==> config.mk <==
export PLATFORM = sky130hd
export DESIGN_NAME = rp_client_csr
export DESIGN_NICKNAME = d
export VERILOG_FILES = /design/src/rtl/rpc_pkg.sv /design/src/rtl/wmask_reg.sv /design/src/rtl/intx_combine.sv /design/src/rtl/link_decode.sv /design/src/rtl/rp_client_csr.sv
export SDC_FILE = /design/constraint.sdc
export NUM_CORES = 1
export LEC_CHECK = 0
export BUFFER_PORTS_ARGS = -buffer_cell sky130_fd_sc_hd__buf_4
export CAP_MARGIN = 10
export CORE_AREA = 2 2 91 67
export CTS_BUF_LIST = sky130_fd_sc_hd__clkbuf_4
export DETAILED_ROUTE_END_ITERATION = 16
export DIE_AREA = 0 0 93 69
export PLACE_DENSITY = 0.83
export SLEW_MARGIN = 40
export SYNTH_ARGS = -nofsm -noshare
export SYNTH_HDL_FRONTEND = slang
export SYNTH_SLANG_ARGS = --single-unit
==> constraint.sdc <==
create_clock -name clk_i -period 1.7 [get_ports clk_i]
set_input_delay 0.17 -clock clk_i [delete_from_list [all_inputs] [get_ports clk_i]]
set_output_delay 0.17 -clock clk_i [all_outputs]
set_load 0.02 [all_outputs]
==> src/rtl/rpc_pkg.sv <==
package rpc_pkg;
   localparam int unsigned OFS_W = 12;
   localparam logic [OFS_W-1:0] OFS_GEN  = 12'h000;
   localparam logic [OFS_W-1:0] OFS_STAT = 12'h008;
   localparam logic [OFS_W-1:0] OFS_MASK = 12'h01C;
   localparam logic [OFS_W-1:0] OFS_HOT  = 12'h180;
   localparam logic [OFS_W-1:0] OFS_LINK = 12'h300;
   localparam int unsigned GEN_RC_BIT  = 6;
   localparam int unsigned GEN_LT_LO   = 2;
   localparam int unsigned HOT_ENH_BIT = 4;
   localparam int unsigned LINK_PHY_BIT = 16;
   localparam int unsigned LINK_DL_BIT  = 17;
endpackage

==> src/rtl/wmask_reg.sv <==
module wmask_reg #(
   parameter int unsigned HALF = 16
) (
   input  logic              clk_i,
   input  logic              rst_ni,
   input  logic              wr_i,
   input  logic [2*HALF-1:0] wdata_i,
   output logic [HALF-1:0]   q_o
);
   logic [HALF-1:0] sel, val;
   assign sel = wdata_i[2*HALF-1:HALF];
   assign val = wdata_i[HALF-1:0];

   always_ff @(posedge clk_i or negedge rst_ni) begin
      if (!rst_ni)   q_o <= '0;
      else if (wr_i) q_o <= (q_o & ~sel) | (val & sel);
   end


   selected_bits_load_chk: assert property (@(posedge clk_i) disable iff (!rst_ni)
      wr_i |=> ((q_o & $past(sel)) == ($past(val) & $past(sel))));

   unselected_bits_hold_chk: assert property (@(posedge clk_i) disable iff (!rst_ni)
      wr_i |=> ((q_o & ~$past(sel)) == ($past(q_o) & ~$past(sel))));

   idle_hold_chk: assert property (@(posedge clk_i) disable iff (!rst_ni)
      !wr_i |=> $stable(q_o));
endmodule

==> src/rtl/intx_combine.sv <==
module intx_combine #(
   parameter int unsigned NUM_LINES = 4,
   parameter bit          IRQ_REG   = 1'b0
) (
   input  logic                 clk_i,
   input  logic                 rst_ni,
   input  logic [NUM_LINES-1:0] line_i,
   input  logic [NUM_LINES-1:0] block_i,
   output logic                 irq_o
);
   logic pending;
   assign pending = |(line_i & ~block_i);

   if (IRQ_REG) begin : g_reg
      always_ff @(posedge clk_i or negedge rst_ni) begin
         if (!rst_ni) irq_o <= 1'b0;
         else         irq_o <= pending;
      end

      all_blocked_quiet_chk: assert property (@(posedge clk_i) disable iff (!rst_ni)
         (&block_i) |=> !irq_o);
   end else begin : g_comb
      assign irq_o = pending;

      all_blocked_quiet_chk: assert property (@(posedge clk_i) disable iff (!rst_ni)
         (&block_i) |-> !irq_o);

      open_line_fires_chk: assert property (@(posedge clk_i) disable iff (!rst_ni)
         (line_i[0] && !block_i[0]) |-> irq_o);
   end
endmodule

==> src/rtl/link_decode.sv <==
module link_decode #(
   parameter int unsigned        STATE_W = 6,
   parameter logic [STATE_W-1:0] L0_CODE = 6'h11
) (
   input  logic               phy_up_i,
   input  logic               dl_up_i,
   input  logic [STATE_W-1:0] state_i,
   output logic               link_up_o,
   output logic [31:0]        word_o
);
   always_comb begin
      word_o = '0;
      word_o[STATE_W-1:0]            = state_i;
      word_o[rpc_pkg::LINK_PHY_BIT]  = phy_up_i;
      word_o[rpc_pkg::LINK_DL_BIT]   = dl_up_i;
   end
   assign link_up_o = phy_up_i & dl_up_i & (state_i == L0_CODE);
endmodule

==> src/rtl/rp_client_csr.sv <==
module rp_client_csr #(
   parameter int unsigned ADDR_W    = 12,
   parameter int unsigned DATA_W    = 32,
   parameter int unsigned NUM_INTX  = 4,
   parameter int unsigned STATE_W   = 6,
   parameter logic [5:0]  L0_CODE   = 6'h11,
   parameter bit          IRQ_REG   = 1'b0
) (
   input  logic               clk_i,
   input  logic               rst_ni,
   input  logic               psel_i,
   input  logic               penable_i,
   input  logic               pwrite_i,
   input  logic [ADDR_W-1:0]  paddr_i,
   input  logic [DATA_W-1:0]  pwdata_i,
   output logic [DATA_W-1:0]  prdata_o,
   output logic               pready_o,
   input  logic [NUM_INTX-1:0] intx_i,
   input  logic               phy_link_i,
   input  logic               dl_link_i,
   input  logic [STATE_W-1:0] ltssm_state_i,
   output logic               rc_mode_o,
   output logic               ltssm_en_o,
   output logic               ltssm_enh_o,
   output logic               intx_irq_o,
   output logic               link_up_o
);
   import rpc_pkg::*;

   localparam int unsigned HALF = DATA_W / 2;

   if (DATA_W != 32) begin : g_bad_data
      $error("rp_client_csr: DATA_W must be 32");
   end
   if (ADDR_W != OFS_W) begin : g_bad_addr
      $error("rp_client_csr: ADDR_W must equal the offset width");
   end
   if (NUM_INTX > HALF || STATE_W > LINK_PHY_BIT) begin : g_bad_fit
      $error("rp_client_csr: fields do not fit the register layout");
   end

   logic            wr_acc;
   logic            we_gen, we_mask, we_hot;
   logic [HALF-1:0] gen_q, mask_q, hot_q;
   logic [31:0]     link_word;

   assign pready_o = 1'b1;
   assign wr_acc   = psel_i & penable_i & pwrite_i;
   assign we_gen   = wr_acc && (paddr_i == OFS_GEN);
   assign we_mask  = wr_acc && (paddr_i == OFS_MASK);
   assign we_hot   = wr_acc && (paddr_i == OFS_HOT);

   wmask_reg #(.HALF(HALF)) i_gen  (.clk_i, .rst_ni, .wr_i(we_gen),  .wdata_i(pwdata_i), .q_o(gen_q));
   wmask_reg #(.HALF(HALF)) i_mask (.clk_i, .rst_ni, .wr_i(we_mask), .wdata_i(pwdata_i), .q_o(mask_q));
   wmask_reg #(.HALF(HALF)) i_hot  (.clk_i, .rst_ni, .wr_i(we_hot),  .wdata_i(pwdata_i), .q_o(hot_q));

   assign rc_mode_o   = gen_q[GEN_RC_BIT];
   assign ltssm_en_o  = &gen_q[GEN_LT_LO+1:GEN_LT_LO];
   assign ltssm_enh_o = hot_q[HOT_ENH_BIT];

   intx_combine #(.NUM_LINES(NUM_INTX), .IRQ_REG(IRQ_REG)) i_intx (
      .clk_i, .rst_ni, .line_i(intx_i), .block_i(mask_q[NUM_INTX-1:0]), .irq_o(intx_irq_o));

   link_decode #(.STATE_W(STATE_W), .L0_CODE(L0_CODE[STATE_W-1:0])) i_link (
      .phy_up_i(phy_link_i), .dl_up_i(dl_link_i), .state_i(ltssm_state_i),
      .link_up_o(link_up_o), .word_o(link_word));

   always_comb begin
      prdata_o = '0;
      case (paddr_i)
         OFS_GEN:  prdata_o[HALF-1:0]     = gen_q;
         OFS_STAT: prdata_o[NUM_INTX-1:0] = intx_i;
         OFS_MASK: prdata_o[HALF-1:0]     = mask_q;
         OFS_HOT:  prdata_o[HALF-1:0]     = hot_q;
         OFS_LINK: prdata_o               = link_word;
         default:  prdata_o = '0;
      endcase
   end


   link_needs_flags_chk: assert property (@(posedge clk_i) disable iff (!rst_ni)
      link_up_o |-> (phy_link_i && dl_link_i && ltssm_state_i == L0_CODE[STATE_W-1:0]));

   l0_with_flags_chk: assert property (@(posedge clk_i) disable iff (!rst_ni)
      (phy_link_i && dl_link_i && ltssm_state_i == L0_CODE[STATE_W-1:0]) |-> link_up_o);

   enable_pair_chk: assert property (@(posedge clk_i) disable iff (!rst_ni)
      ltssm_en_o |-> (prdata_o[3:2] == 2'b11 || paddr_i != OFS_GEN));

   unmapped_zero_chk: assert property (@(posedge clk_i) disable iff (!rst_ni)
      (paddr_i != OFS_GEN && paddr_i != OFS_STAT && paddr_i != OFS_MASK &&
       paddr_i != OFS_HOT && paddr_i != OFS_LINK) |-> (prdata_o == '0));
endmodule

**Yosys cells after proc, flatten, opt, wreduce, memory -nomap -nowiden**

Index checks and enable logic that the tools add are counted.

- Register bits after elaboration: 48
- Bits of input ports: 61
- Output and inout bits: 38
- Logic and storage cells: 31

- Equal/unequal tests: 5
- Mux-type cells: 3
- Bitwise gates (word level): 14
- Reductions and logical operators: 6

Operators by type and width:

| kind | count |
|---|---|
| $and A16 B16 Y16 | 4 |
| $or A16 B16 Y16 | 3 |
| $pmux W12 S4 | 1 |
| $pmux W4 S5 | 1 |
| $not A16 Y16 | 1 |
| $eq A12 B10 Y1 const B | 1 |
| $eq A12 B4 Y1 const B | 1 |
| $eq A12 B5 Y1 const B | 1 |
| $eq A12 B9 Y1 const B | 1 |
| $logic_not A12 Y1 | 1 |
| $eq A6 B5 Y1 const B | 1 |
| $and A1 B1 Y1 | 4 |
| $and A4 B4 Y4 | 1 |
| $not A4 Y4 | 1 |
| $reduce_or A4 Y1 | 1 |
| $logic_and A1 B1 Y1 | 3 |
| $mux W2 | 1 |
| $reduce_and A2 Y1 | 1 |

**Logic depth before layout (Yosys ltp)**

- Depth after elaboration: 3
- Depth in mapped cells: 6
- Depth with buffers taken out: 4

**Modules after synthesis**

Synthesis repeated with hierarchy kept, for this count alone.

- Cell total of the unflattened synthesis: 296
- Area, all modules: 3160.5 µm²

Modules (own cells, without submodules):

| module | instances | cells each | area each (µm²) | seq. area each (µm²) |
|---|---|---|---|---|
| wmask_reg | 3 | 50 | 700.7 | 400.4 |
| rp_client_csr | 1 | 105 | 749.5 | 0.0 |
| link_decode | 1 | 36 | 271.5 | 0.0 |
| intx_combine | 1 | 5 | 37.5 | 0.0 |

**Worst setup path before layout**

OpenSTA, ideal clock, no wires.

- Path type: input-to-output
- Start point: input paddr_i[2]
- End point: output prdata_o[0]
- Arrival time: 1516 ps
- Setup slack: 14 ps
- Cell stages on the path: 5
- Cell sequence: nor2_1 nand3b_2 clkbuf_1 or2_2 o22ai_1

- Word-level cells in the longest chain between the ends: 2
- Elaborated cells on any way between the ends: 6
- Classes of those cells: eq/ne (4); mux (1); reduce/logical (1)

RTL lines:

| element | line | text |
|---|---|---|
| start: declaration | rp_client_csr.sv:14 | `input logic [ADDR_W-1:0] paddr_i,` |
| $eq A12 B10 Y1 (tied with other cells) | rp_client_csr.sv:70 | `case (paddr_i)` |
| $pmux W4 S5 (*) | rp_client_csr.sv:70 |  |
| end: declaration | rp_client_csr.sv:16 | `output logic [DATA_W-1:0] prdata_o,` |

Every way passes the cells marked *; elsewhere a longest branch is shown, timed or not.

**Worst setup path after layout**

- Start point: input paddr_i[3]
- End point: output prdata_o[10]

- Word-level cells in the longest chain between the ends: 2
- Elaborated cells on any way between the ends: 5
- Classes of those cells: eq/ne (3); mux (1); reduce/logical (1)

RTL lines:

| element | line |
|---|---|
| $eq A12 B10 Y1 (tied with other cells) | rp_client_csr.sv:70 |
| $pmux W12 S4 (*) | rp_client_csr.sv:70 |

Marked as above.

==> metrics <==
Worst setup SP type=input pin; total track usage=23.98%; chip height=69 um; CTS clock-pin slew for the worst setup and hold paths=0.14 ns; port bufs=83; Critical Path AT=1.51 ns; DIE AREA=6417 um^2; DP Worst Slack=-0.04066 ns; Area Overhead vs Synth=34.00%; number of global-route vias before repair=2495; Hold Path Class=input pin to flop; worst-path maximum fanout=5; Clock Power Share=27.5%; Mapped Area=2768 um^2; diodes inserted=0; # setup viols final=0; core area=5525 um^2; VDD IR-drop max=0.0003498 V; Nets=434; status=complete, no violations; Worst Setup Path Type=input pin to output port; Max-cap violations=0; Post-Route Setup TNS=0 ns; Sw Share=26.76%; CTS H-tree lvls=2; largest net degree at the start of global routing=49; max frequency=596.6 MHz; DR WL/cell=16.84 um; YS warnings=0; ratio of cells with drive above 1 in the final layout=43.58%; global route overflow=0; CTS tree=yes; clk root buf=clkbuf_4; Post-Synthesis Cells=269; clk_lat worst skew=0.37 ns; Switch Pwr=0.0005211 W; final hold vios=0; first-pass GRT wire length=12.25 mm; DIE WIDTH=93 um; crit end category=output port; GPL Wtd Cong=0.8637; Pleak=1.819 nW; post-synth cell types=37; Setup Skew=0 ns; number of I/O pins=99; via count=2457; fin crit period=1.676 ns; row count=23; Logic pwr share=13.8%; Final HPWL DP=5.493 mm; drt initial violations=209; Seq/Total Area, Yosys=43.40%; Tcrit/Tclk final=98.59%; mean post-synth cell area=10.29 um^2; CTS max path bufs=2; Synth Register Bits=48; Vias/cell=5.472; Crit path required time=1.53 ns; initial antenna violation count=0; Detailed Route WL=7.559 mm; DRT Pass-1 Iters=4; Slew HR=58.40%; RSZ-0062 raised after global routing=true; P_int=0.001426 W; worst hold slack=0.02161 ns; # DRC=0; CTS Buf Count=5; Post-DRT Antenna Nets=0; Max Transition Viols Final=0; clock sink count=48; worst-margin pin slew=0.6239 ns; final setup margin=0.02391 ns; Flop pwr share=58.7%; PwrDens=525.1 nW/um^2; starting density of the core=50.09%
[per-stage QoR]
| step | utilization [%] | power, W | area, um^2 | std cells |
|---|---|---|---|---|
| after floorplan | - | 0.001270 | 2816 | 282 |
| after global placement | 64.33 | 0.001418 | 3555 | 434 |
| after detailed placement | 64.33 | 0.001423 | 3555 | 434 |
| after CTS | 65.65 | 0.001955 | 3627 | 443 |
| after global routing | 67.12 | 0.002026 | 3709 | 449 |
| final | 67.12 | 0.001947 | 3709 | 449 |
[power by group through the flow]
stage	clock network, W	registers, W	logic [W]
after global placement	0	0.00116	0.000254
after CTS	0.000551	0.00114	0.000261
final	0.000536	0.00114	0.000268
after floorplan	0	0.00116	0.000106
after global routing	0.000590	0.00114	0.000292
after detailed placement	0	0.00116	0.000258
[synth_stat cells (all sizes together)]
| cell | instances | area, um^2 |
|---|---|---|
| buf | 20 | 143.9 |
| nand2b | 1 | 6.260 |
| nand3b | 1 | 11.26 |
| o21ai | 2 | 10.01 |
| and2 | 13 | 81.33 |
| conb | 2 | 7.510 |
| o221ai | 1 | 8.760 |
| and4 | 1 | 10.01 |
| nand4 | 2 | 25.02 |
| inv | 5 | 18.77 |
| a22o | 6 | 52.55 |
| nor2 | 38 | 145.1 |
| clkbuf | 6 | 22.52 |
| o22ai | 4 | 25.02 |
| dfrtp | 48 | 1201 |
| or2 | 1 | 6.260 |
| and3b | 1 | 8.760 |
| nor3b | 2 | 15.01 |
| nand3 | 2 | 10.01 |
| mux2 | 48 | 540.5 |
| nand2 | 19 | 73.82 |
| or4 | 1 | 7.510 |
| nor4b | 1 | 8.760 |
| nor3 | 17 | 90.09 |
| a221o | 10 | 100.1 |
| nand4b | 1 | 8.760 |
| a22oi | 11 | 82.58 |
| nor4 | 2 | 27.53 |
| and3 | 3 | 18.77 |
[final cells by class]
cell class	count	area [um^2]
Sequential cell	48	1201
Multi-Input combinational cell	204	1463
Fill cell	429	1817
Timing Repair Buffer	109	877.1
Inverter	5	18.77
Clock inverter	3	17.52
Clock buffer	5	37.54
Tap cell	75	93.84
[worst paths after layout]
check | from | to | slack (ns) | cells after the start
hold reg to reg | flop | flop | 0.51 | 1
max in group asynchronous | rst_ni | async pin | 0.94 | 2
hold / removal | pwdata_i[8] | flop | 0.02 | 2
setup reg to reg | flop | flop | 0.80 | 2
setup / recovery | paddr_i[3] | prdata_o[10] | 0.02 | 7
min in group asynchronous | rst_ni | async pin | 0.33 | 2
[cell families after synthesis]
logic type             synth area share (%)
AOI/OAI and AO/OA                     10.08
buffers and inverters                 6.691
DFF                                   43.40
muxes                                 19.53
other                                0.2713
and+or+nand+nor                       20.03
[per-layer routing]
metal	wire, um	GRT usage [%]	up-vias
met2	3596	37.84	108
li1	-	-	1151
met1	3165	33.83	1194
met3	741	4.372	4
met4	55	7.190	0
met5	0	0	-
[repair_timing]
item / 4_1_cts / 5_1_grt
endpoints found under the hold margin: 48 / 0
gates resized for setup: 3 / 10
endpoints found under the setup margin: 12 / 16
hold buffers: 1 / 0
setup buffers: 0 / 5
gates cloned: 0 / 1
pin swaps: 0 / 3
[cell usage in the layout, fill, tap and decap left out, types with 4 or more instances in the layout]
cell	instances
inv_1	5
nor2_1	35
nand2_1	18
nor3_1	16
mux2_2	34
a221o_1	10
buf_4	100
conb_1	15
and2_1	11
mux2_1	14
o22ai_1	4
clkbuf_4	5
buf_6	5
dfrtp_1	48
a22o_1	6
a22oi_1	11
[worst max-delay path, cell delays in order]
cell and delay [ns]:
buf_4 0.11, nor4b_1 0.34, buf_4 0.20, and4_4 0.27, and2_1 0.13, a221o_1 0.15, buf_6 0.13
Power figures use the tool's default switching activity.
